File: src/rtl/etmr_pkg.sv
package etmr_pkg;
  localparam int ADDR_W   = 10;
  localparam int DATA_W   = 32;
  localparam int CH_OFF_W = 5;
  localparam int CH_IDX_W = ADDR_W - CH_OFF_W;

  localparam logic [ADDR_W-1:0] OFS_CAP_LO = 10'h000;
  localparam logic [ADDR_W-1:0] OFS_CAP_HI = 10'h004;
  localparam logic [ADDR_W-1:0] OFS_CFG_LO = 10'h010;
  localparam logic [ADDR_W-1:0] OFS_STAT   = 10'h020;
  localparam logic [ADDR_W-1:0] OFS_CNT_LO = 10'h0F0;
  localparam logic [ADDR_W-1:0] OFS_CNT_HI = 10'h0F4;
  localparam logic [ADDR_W-1:0] CH_BASE    = 10'h100;
  localparam logic [CH_IDX_W-1:0] CH_BASE_BLK = CH_IDX_W'(CH_BASE >> CH_OFF_W);

  localparam int CFG_EN_BIT  = 0;
  localparam int CFG_LEG_BIT = 1;
  localparam int CFG_W       = 2;

  typedef enum logic [2:0] {
    RG_NONE,
    RG_CAP_LO,
    RG_CAP_HI,
    RG_CFG_LO,
    RG_STAT,
    RG_CNT_LO,
    RG_CNT_HI,
    RG_CHAN
  } reg_sel_e;
endpackage

File: src/rtl/etmr_rst_sync.sv
module etmr_rst_sync (
  input  logic clk,
  input  logic rst_n,
  output logic rst_sn
);
  logic [1:0] sync_q;

  always_ff @(posedge clk or negedge rst_n) begin
    if (!rst_n) sync_q <= 2'b00;
    else        sync_q <= {sync_q[0], 1'b1};
  end

  assign rst_sn = sync_q[1];
endmodule

File: src/rtl/etmr_addr_dec.sv
module etmr_addr_dec
  import etmr_pkg::*;
#(
  parameter int NUM_CH = 4
) (
  input  logic [ADDR_W-1:0]   addr_i,
  output reg_sel_e            sel_o,
  output logic [CH_IDX_W-1:0] idx_o,
  output logic [CH_OFF_W-1:0] off_o
);
  logic [CH_IDX_W-1:0] blk;
  logic                aligned;
  logic                in_win;
  logic                in_range;

  assign blk      = addr_i[ADDR_W-1:CH_OFF_W];
  assign idx_o    = blk - CH_BASE_BLK;
  assign off_o    = addr_i[CH_OFF_W-1:0];
  assign aligned  = (addr_i[1:0] == 2'b00);
  assign in_win   = (addr_i >= CH_BASE);
  assign in_range = (32'(idx_o) < NUM_CH);

  always_comb begin
    sel_o = RG_NONE;
    if (aligned) begin
      if (in_win) begin
        if (in_range) sel_o = RG_CHAN;
      end else begin
        case (addr_i)
          OFS_CAP_LO: sel_o = RG_CAP_LO;
          OFS_CAP_HI: sel_o = RG_CAP_HI;
          OFS_CFG_LO: sel_o = RG_CFG_LO;
          OFS_STAT:   sel_o = RG_STAT;
          OFS_CNT_LO: sel_o = RG_CNT_LO;
          OFS_CNT_HI: sel_o = RG_CNT_HI;
          default:    sel_o = RG_NONE;
        endcase
      end
    end
  end
endmodule

File: src/rtl/etmr_main_cnt.sv
module etmr_main_cnt #(
  parameter int HALF_W = 32
) (
  input  logic                clk,
  input  logic                rst_n,
  input  logic                en_i,
  input  logic                tick_i,
  input  logic                wr_lo_i,
  input  logic                wr_hi_i,
  input  logic [HALF_W-1:0]   wdata_i,
  output logic [2*HALF_W-1:0] cnt_o
);
  localparam int CW = 2 * HALF_W;

  logic [CW-1:0] cnt_q;
  logic [CW-1:0] cnt_d;
  logic          cnt_ld;
  logic          any_wr;

  assign any_wr = wr_lo_i | wr_hi_i;
  assign cnt_ld = any_wr | (en_i & tick_i);

  always_comb begin
    cnt_d = cnt_q;
    if (any_wr) begin
      if (wr_lo_i) cnt_d[HALF_W-1:0]  = wdata_i;
      if (wr_hi_i) cnt_d[CW-1:HALF_W] = wdata_i;
    end else begin
      cnt_d = cnt_q + CW'(1);
    end
  end

  always_ff @(posedge clk or negedge rst_n) begin
    if (!rst_n)      cnt_q <= '0;
    else if (cnt_ld) cnt_q <= cnt_d;
  end

  assign cnt_o = cnt_q;

  // frozen without enable and without a write
  p_hold_when_off_r5: assert property (@(posedge clk) disable iff (!rst_n)
    (!en_i && !any_wr) |=> $stable(cnt_q));

  // one step per tick while enabled
  p_step_r4: assert property (@(posedge clk) disable iff (!rst_n)
    (en_i && tick_i && !any_wr) |=> (cnt_q == $past(cnt_q) + CW'(1)));

  // a low-half write leaves the high half untouched
  p_lo_wr_keeps_hi_r6: assert property (@(posedge clk) disable iff (!rst_n)
    (wr_lo_i && !wr_hi_i) |=> (cnt_q[CW-1:HALF_W] == $past(cnt_q[CW-1:HALF_W])));
endmodule

File: src/rtl/etmr_isr.sv
module etmr_isr #(
  parameter int NUM_CH = 4
) (
  input  logic              clk,
  input  logic              rst_n,
  input  logic [NUM_CH-1:0] set_i,
  input  logic              clr_wr_i,
  input  logic [NUM_CH-1:0] wdata_i,
  output logic [NUM_CH-1:0] clr_o,
  output logic [NUM_CH-1:0] isr_o
);
  logic [NUM_CH-1:0] isr_q;
  logic [NUM_CH-1:0] isr_d;
  logic              isr_ld;

  assign clr_o  = clr_wr_i ? (wdata_i & isr_q & ~set_i) : '0;
  assign isr_ld = (|set_i) | clr_wr_i;

  always_comb begin
    isr_d = (isr_q & ~clr_o) | set_i;
  end

  always_ff @(posedge clk or negedge rst_n) begin
    if (!rst_n)      isr_q <= '0;
    else if (isr_ld) isr_q <= isr_d;
  end

  assign isr_o = isr_q;

  // an event always leaves its bit set
  p_set_sticks_r7: assert property (@(posedge clk) disable iff (!rst_n)
    (|set_i) |=> ((isr_q & $past(set_i)) == $past(set_i)));

  // written ones without a coincident event end up clear
  p_w1c_r7: assert property (@(posedge clk) disable iff (!rst_n)
    clr_wr_i |=> ((isr_q & $past(wdata_i & ~set_i)) == '0));

  // clear pulses only name bits that were set
  p_clr_subset_r7: assert property (@(posedge clk) disable iff (!rst_n)
    ((clr_o & ~isr_q) == '0));
endmodule

File: src/rtl/etmr_regs.sv
module etmr_regs
  import etmr_pkg::*;
#(
  parameter int          NUM_CH    = 4,
  parameter logic [31:0] PERIOD_FS = 32'd69841279,
  parameter logic [15:0] VENDOR_ID = 16'h1D0F,
  parameter logic [7:0]  REV_ID    = 8'h01
) (
  input  logic                clk,
  input  logic                rst_n,
  input  logic                tick_en,
  input  logic                req_vld,
  input  logic                req_wr,
  input  logic [ADDR_W-1:0]   req_addr,
  input  logic [DATA_W-1:0]   req_wdata,
  output logic                rsp_vld,
  output logic [DATA_W-1:0]   rsp_rdata,
  output logic                ch_acc_vld,
  output logic                ch_acc_wr,
  output logic [CH_IDX_W-1:0] ch_idx,
  output logic [CH_OFF_W-1:0] ch_off,
  output logic [DATA_W-1:0]   ch_wdata,
  input  logic [DATA_W-1:0]   ch_rdata,
  input  logic [NUM_CH-1:0]   ch_irq_set,
  output logic [NUM_CH-1:0]   ch_irq_clr,
  output logic [NUM_CH-1:0]   irq_status,
  output logic [2*DATA_W-1:0] cnt_value,
  output logic                glb_en,
  output logic                legacy_en
);
  localparam logic [DATA_W-1:0] CAP_LO =
    {VENDOR_ID, 1'b1, 1'b0, 1'b1, 5'(NUM_CH - 1), REV_ID};

  logic              rst_sn;
  reg_sel_e          sel;
  logic              rd_req;
  logic              wr_req;
  logic              cfg_wr;
  logic [CFG_W-1:0]  cfg_q;
  logic [CFG_W-1:0]  cfg_d;
  logic [DATA_W-1:0] rd_mux;
  logic [DATA_W-1:0] rsp_data_q;
  logic [DATA_W-1:0] rsp_data_d;
  logic              rsp_vld_q;

  etmr_rst_sync u_rst (
    .clk    (clk),
    .rst_n  (rst_n),
    .rst_sn (rst_sn)
  );

  etmr_addr_dec #(.NUM_CH(NUM_CH)) u_dec (
    .addr_i (req_addr),
    .sel_o  (sel),
    .idx_o  (ch_idx),
    .off_o  (ch_off)
  );

  assign rd_req = req_vld & ~req_wr;
  assign wr_req = req_vld &  req_wr;
  assign cfg_wr = wr_req & (sel == RG_CFG_LO);

  // Channel forwarding
  assign ch_acc_vld = req_vld & (sel == RG_CHAN);
  assign ch_acc_wr  = req_wr;
  assign ch_wdata   = req_wdata;

  // Global configuration
  always_comb begin
    cfg_d = req_wdata[CFG_W-1:0];
  end

  always_ff @(posedge clk or negedge rst_sn) begin
    if (!rst_sn)     cfg_q <= '0;
    else if (cfg_wr) cfg_q <= cfg_d;
  end

  assign glb_en    = cfg_q[CFG_EN_BIT];
  assign legacy_en = cfg_q[CFG_LEG_BIT];

  etmr_main_cnt #(.HALF_W(DATA_W)) u_cnt (
    .clk     (clk),
    .rst_n   (rst_sn),
    .en_i    (glb_en),
    .tick_i  (tick_en),
    .wr_lo_i (wr_req & (sel == RG_CNT_LO)),
    .wr_hi_i (wr_req & (sel == RG_CNT_HI)),
    .wdata_i (req_wdata),
    .cnt_o   (cnt_value)
  );

  etmr_isr #(.NUM_CH(NUM_CH)) u_isr (
    .clk      (clk),
    .rst_n    (rst_sn),
    .set_i    (ch_irq_set),
    .clr_wr_i (wr_req & (sel == RG_STAT)),
    .wdata_i  (req_wdata[NUM_CH-1:0]),
    .clr_o    (ch_irq_clr),
    .isr_o    (irq_status)
  );

  // Read path
  always_comb begin
    rd_mux = '0;
    case (sel)
      RG_CAP_LO: rd_mux = CAP_LO;
      RG_CAP_HI: rd_mux = PERIOD_FS;
      RG_CFG_LO: rd_mux[CFG_W-1:0] = cfg_q;
      RG_STAT:   rd_mux[NUM_CH-1:0] = irq_status;
      RG_CNT_LO: rd_mux = cnt_value[DATA_W-1:0];
      RG_CNT_HI: rd_mux = cnt_value[2*DATA_W-1:DATA_W];
      RG_CHAN:   rd_mux = ch_rdata;
      default:   rd_mux = '0;
    endcase
  end

  always_comb begin
    rsp_data_d = rd_mux;
  end

  always_ff @(posedge clk or negedge rst_sn) begin
    if (!rst_sn) begin
      rsp_vld_q  <= 1'b0;
      rsp_data_q <= '0;
    end else begin
      rsp_vld_q <= rd_req;
      if (rd_req) rsp_data_q <= rsp_data_d;
    end
  end

  assign rsp_vld   = rsp_vld_q;
  assign rsp_rdata = rsp_data_q;

  // a read is answered on the next clock
  p_rsp_after_rd_r10: assert property (@(posedge clk) disable iff (!rst_sn)
    rd_req |=> rsp_vld);

  // no response without a read
  p_rsp_quiet_r10: assert property (@(posedge clk) disable iff (!rst_sn)
    !rd_req |=> !rsp_vld);

  // forwarded index always names an existing channel
  p_fwd_range_r8: assert property (@(posedge clk) disable iff (!rst_sn)
    ch_acc_vld |-> (32'(ch_idx) < NUM_CH));

  // configuration moves only on a write to its word
  p_cfg_stable_r3: assert property (@(posedge clk) disable iff (!rst_sn)
    !cfg_wr |=> $stable(cfg_q));
endmodule

File: config.mk
export PLATFORM = sky130hd
export DESIGN_NAME = etmr_regs
export DESIGN_NICKNAME = d
export VERILOG_FILES = /design/src/rtl/etmr_pkg.sv /design/src/rtl/etmr_rst_sync.sv /design/src/rtl/etmr_addr_dec.sv /design/src/rtl/etmr_main_cnt.sv /design/src/rtl/etmr_isr.sv /design/src/rtl/etmr_regs.sv
export SDC_FILE = /design/constraint.sdc
export NUM_CORES = 1
export LEC_CHECK = 0
export BUFFER_PORTS_ARGS = -buffer_cell sky130_fd_sc_hd__buf_2
export CORE_MARGIN = 1
export CORE_UTILIZATION = 30
export DETAILED_ROUTE_END_ITERATION = 8
export SYNTH_ARGS = -nofsm -noshare
export SYNTH_HDL_FRONTEND = slang
export SYNTH_SLANG_ARGS = --single-unit
File: constraint.sdc
create_clock -name clk -period 3.9 [get_ports clk]
set_clock_uncertainty 0.05 [all_clocks]
set_input_delay 0.195 -clock clk [delete_from_list [all_inputs] [get_ports clk]]
set_output_delay 0.195 -clock clk [all_outputs]
set_load 0.005 [all_outputs]
# Yosys cells after proc, flatten, opt, wreduce, memory -nomap -nowiden
# Index checks and enable logic that the tools add are counted.
# op_classes
n_addsub	2
multipliers	0
div_mod_pow	0
n_lt_le_gt_ge	2
eq_ne	14
n_shift	0
muxes	11
n_bitwise	18
reduce_logical	5
# ops
cell	n
case mux 28 bit (5 select lines)	1
adder 64 x 1 -> 64 bit, second input constant	1
2-to-1 mux 32 bit	2
2-to-1 mux 64 bit	1
equality test 10 x 8 -> 1 bit, second input constant	2
case mux 3 bit (6 select lines)	1
case mux 2 bit (7 select lines)	1
bitwise AND 4 bit	3
equality test 3 bit, second input constant	4
equality test 10 x 3 -> 1 bit, second input constant	1
equality test 10 x 5 -> 1 bit, second input constant	1
equality test 10 x 6 -> 1 bit, second input constant	1
greater-or-equal comparator 10 x 9 -> 1 bit, second input constant	1
logical NOT 10 bit	1
case mux 2 bit (5 select lines)	1
2-to-1 mux 3 bit	3
bitwise AND 1 bit	8
inverter 4 bit	2
equality test 3 x 2 -> 1 bit, second input constant	2
less-than comparator 5 x 3 -> 1 bit, second input constant	1
subtractor 5 x 4 -> 5 bit, second input constant	1
2-to-1 mux 4 bit	1
!= test 2 x 1 -> 1 bit, second input constant	2
OR 4 bit	1
6 further kinds	9
# word_totals
regBits	105
latch_bits	0
ram_bits	0
rom_bits	0
in_bits	83
memories	0

# Longest topological paths before layout
# logic_depth
depth_word	11
ltp_mapped	13

# Cells and area by module
# Synthesis repeated with hierarchy kept, for this count alone.
# unflattened
hier_cells	851
area_unflattened_um2	7221.9
# modules_own_cells
mod	n_inst	cells_per_inst	area_each_um2	seq_area_each_um2
etmr_main_cnt	1	546	4374.2	1601.5
etmr_regs	1	250	2349.8	875.8
etmr_addr_dec	1	36	249.0	0.0
etmr_isr	1	16	195.2	100.1
etmr_rst_sync	1	3	53.8	50.0

# Least setup slack after synthesis
# No wires, ideal clock.
# synth_path
kind	input to register
from	in req_addr[8]
to	reg u_cnt.cnt_q[31], in the netlist u_cnt.cnt_o[31]
arrival_ns	2.029
t_required_ns	3.713
slack_ns	1.684
cell_stages	12
path_cell_list	inv_1 ha_1 buf_2 and3b_1 nand2_1 buf_2 or3_1 buf_2 buf_2 clkbuf_1 o22ai_1 a21oi_1
# synth_between
elab_chain_len	10
word_cells_on_any_way	22
# synth_rtl
item	line_no	rtl
from (decl)	etmr_regs.sv:14	input logic [ADDR_W-1:0] req_addr,
subtractor 5 x 4 -> 5 bit	etmr_addr_dec.sv:17	assign idx_o = blk - CH_BASE_BLK;
less-than comparator 5 x 3 -> 1 bit	etmr_addr_dec.sv:21	assign in_range = (32'(idx_o) < NUM_CH);
2-to-1 mux 3 bit	etmr_addr_dec.sv:27	if (in_range) sel_o = RG_CHAN;
2-to-1 mux 3 bit (*)	etmr_addr_dec.sv:26	if (in_win) begin
2-to-1 mux 3 bit (*)	etmr_addr_dec.sv:25	if (aligned) begin
equality test 3 bit, on equally long branches	etmr_regs.sv:86, etmr_regs.sv:87	
bitwise AND 1 bit, on equally long branches	etmr_regs.sv:86, etmr_regs.sv:87	
OR 1 bit	etmr_main_cnt.sv:20	assign any_wr = wr_lo_i | wr_hi_i;
!= test 2 x 1 -> 1 bit (no source line) or OR 1 bit (tied branches)	--	
AND reduction 2 bit (no source line)	--	
to (signal assigned)	etmr_main_cnt.sv:35	else if (cnt_ld) cnt_q <= cnt_d;
to (decl)	etmr_main_cnt.sv:15	logic [CW-1:0] cnt_q;
# Mark *: on every way between the ends. The rest lies on a longest branch, timed or not.
# A chain may end at the register's enable or synchronous reset.

# Worst setup path after layout
# layout_path
from	reg u_cnt.cnt_q[0], in the netlist u_cnt.cnt_o[0]
to	reg u_cnt.cnt_q[42], in the netlist u_cnt.cnt_o[42]
# layout_between
elab_chain_len	2
# layout_rtl
item	line_no	rtl
adder 64 x 1 -> 64 bit	etmr_main_cnt.sv:29	cnt_d = cnt_q + CW'(1);
2-to-1 mux 64 bit	etmr_main_cnt.sv:25	if (any_wr) begin
# Every way passes these cells.

==> impl_results.md <==
* CTS tree: built
* Synth cell types at 68
* Setup CP Type: reg2reg
* Worst-skew pair later-pin latency at between 300 and 400 ps
* GRT Resource Usage Total at between 20% and 30%
* Initial Utilization at 30.5%
* Vias in the first global route at between 6000 and 7000
* Share of the synthesized area in the top cell type at 38.0%
* Hpwl dp at 20400 um
* Initial DRC count at ~700
* Period minus WS final at 2880 ps
* Initial antenna violation count at 0
* Critical Path Sink Type: register
* Number of H-tree levels at 3
* CTS Buffer Depth at 2
* Yosys top cell by area: dfrtp_1
* Post-DP Area at 8060 um2
* Largest fanout on the critical path at 14
* Syn Area/Cell at 8.28 um2
* YS warnings at 0
* Root Buffer: clkbuf_16
* Tcrit/Tclk final at 73.9%
* Hold Path Class: in2reg
* Worst-path clk slew at 80 ps
* Leak Pwr at 3.76 nW
* Worst-path cell chain: ha_1 -> nand2_1 -> nor4_2 -> nand2_1 -> nor4_1 -> a31o_2 -> a22oi_1
* Layout cells sized above 1 at 29.4%
* Fin. Hold Viols at 0
* # IOs at 234
* Drt wl/cell at 20.9 um
* RSZ-0062 raised after global routing: false
* Mapped Cells at 834
* Dominant synthesized flop cell: dfrtp_1
* Worst slew pin tran at between 1000 and 1500 ps
* Final net count at between 1000 and 1500
* Vias per inst at 5.72
* Async SR Flop Fraction at 100%
* GPL Wtd Cong at 0.893
* Slowest stage delay, CP at about 540 ps
* Drt drc at 0
* Most frequent cells after synthesis: nand2_1, dfrtp_1, a21oi_1, o21ai_0, buf_4
* Relative slew slack at 26.2%
* Critical Path RT at 4030 ps
* Final antenna diode count at 0
* Slew Limit Fails at 0
* Worst Path Buf+Inv at 0
* Largest net degree at the start of global routing at between 60 and 70
* Rows at 55
* Worst ir drop on vdd at 0.000237 V
* Global-route wire length before repair at 41000 um
* Register area share after synthesis at 38.0%
* Total number of vias at 7419
* Worst hold slack at about 83 ps
* Tot Pwr at around 0.0022 W
* Final setup fails at 0
* Synthesized flop and latch total at between 100 and 150
* Area of the mapped netlist at slightly below 7000 um2
* P&R area growth vs syn at 21.4%
* DRT Pass-1 Iters at 5
* Slowest-stage cell, CP: nand2_1
* Number of port buffers at 233
* Post-route ant nets at 0
* Number of synthesized flops with an enable pin at 0
* Pwr Density at 267 nW/um2
* Finished Cell Area at 8390 um2
* Post-cts sizing count at 0
* Syn nets at 921
* Setup TNS at 0 ps
* Core area at 22600 um2
* Gr ovfl total at 0
* Die width at 154 um
* Max-Cap Viols at 0
* Clk sinks at 105
* Area contributors post-synth: dfrtp_1, a21oi_1, nand2_1, o21ai_0, buf_4
* Die Ht at 154 um
* Drt total wl at 27100 um
* Num CTS Buffers at 9
* Most used cell, CP: nand2_1
* Startpoint class of the critical path: register
* Setup Buffers After CTS at 0
* Outcome: finished, final reports clean
* Core Util, Final at 37.1%
* Arr. time, crit path at 3020 ps
* Kind of cell adding the most delay to the critical path: simple AND/OR/NAND/NOR gates
* Fmax at between 300 and 400 MHz
* Most numerous cell in the Yosys netlist: nand2_1
* Die ar. at about 24000 um2
## routing by layer
layer	vias to the layer above	GRT usage [%]	wire length (um)
met4	0	10.1	857
met3	48	3.92	2080
met1	3567	32.4	12600
met5	-	0	0
met2	364	33.6	11500
li1	3440	-	-
## through the flow
step / setup WS [ps] / instances
2_1_floorplan: 708 / 834
3_3_place_gp: 888 / 1275
3_5_place_dp: 776 / 1275
4_1_cts: 1020 / 1296
5_1_grt: 760 / 1296
6_report: 1020 / 1296
## sequential cells by signal (all words and copies together) (netlist names)
name,cells
cfg_q,2
u_rst.sync_q,2
rsp_rdata,32
u_cnt.cnt_o,64
rsp_vld,1
u_isr.isr_o,4
## layout make-up
type | count | area (um2)
Sequential cell | 105 | 2630
Clock buffer | 9 | 225
Multi-Input combinational cell | 617 | 3700
Timing Repair Buffer | 257 | 1360
Tap cell | 285 | 357
Clock inverter | 7 | 55.1
Inverter | 16 | 60.1
Fill cell | 2385 | 14200
## cells in the final DEF (no fill, tap or decap), types with 5 or more instances in the layout
cell type	synthesis	final
a211oi_1	8	8
a21o_1	7	7
a21oi_1	102	102
a221oi_1	19	19
a22o_1	9	9
a22oi_1	10	10
a2bb2oi_1	6	6
a31oi_1	7	7
and2_1	6	6
and3_1	13	13
and4_1	5	5
buf_2	26	233
buf_4	43	19
clkbuf_16	0	9
dfrtp_1	105	104
dlygate4sd3_1	0	5
inv_1	16	16
mux2i_1	7	7
nand2_1	111	111
nand2b_1	5	5
nand3_1	33	33
nand4_1	13	13
nor2_1	32	32
nor3_1	9	8
nor3b_1	5	5
nor4_1	6	6
o21a_1	15	15
o21ai_0	68	66
o22a_1	7	7
o22ai_1	18	18
o31ai_1	16	16
o32ai_1	10	10
or3_1	6	5
## power breakdown
group	switching (W)	internal (W)	total [W]
clock	0.000454	0.000440	0.000894
combinational	0.000125	0.0000882	0.000213
sequential	0.0000310	0.00110	0.00113
## path summary, 6_finish.rpt
kind	startpoint	end	slack (ps)	cells after the start
worst min-delay path	ch_rdata[2]	rsp_rdata[2]	80	3
worst min register to register	u_rst.sync_q[0]	u_rst.sync_q[1]	310	0
min in group asynchronous	rst_n	u_rst.sync_q[1]	100	2
worst max-delay path	u_cnt.cnt_o[0]	u_cnt.cnt_o[42]	1020	7
worst max register to register	u_cnt.cnt_o[0]	u_cnt.cnt_o[42]	1020	7
max in group asynchronous	u_rst.sync_q[1]	u_cnt.cnt_o[38]	2530	1
## kinds of logic after synthesis
kind of cell | Yosys count | share of synthesized area (%)
AO/OA/AOI/OAI | 333 | 31.0
AND/OR/NAND/NOR | 269 | 19.8
buffers and inverters | 112 | 8.91
flip-flops | 105 | 38.0
multiplexers | 9 | 1.34
adder cells (fa/ha/maj) | 4 | 0.724
other | 1 | 0.0543
XOR/XNOR | 1 | 0.127
## repair_timing
item,CTS,global route
hold buffers,5,0
endpoints found under the setup margin,0,0
endpoints found under the hold margin,6,0
## worst register-to-register path: cells and delay by family (launching register included)
family | cells | cell delay [ps]
adders and majority gates | 1 | 210
DFF | 1 | 470
and+or+nand+nor | 4 | 1690
AOI/OAI and AO/OA | 2 | 270
Note: power is estimated with default switching activity, not from simulation.
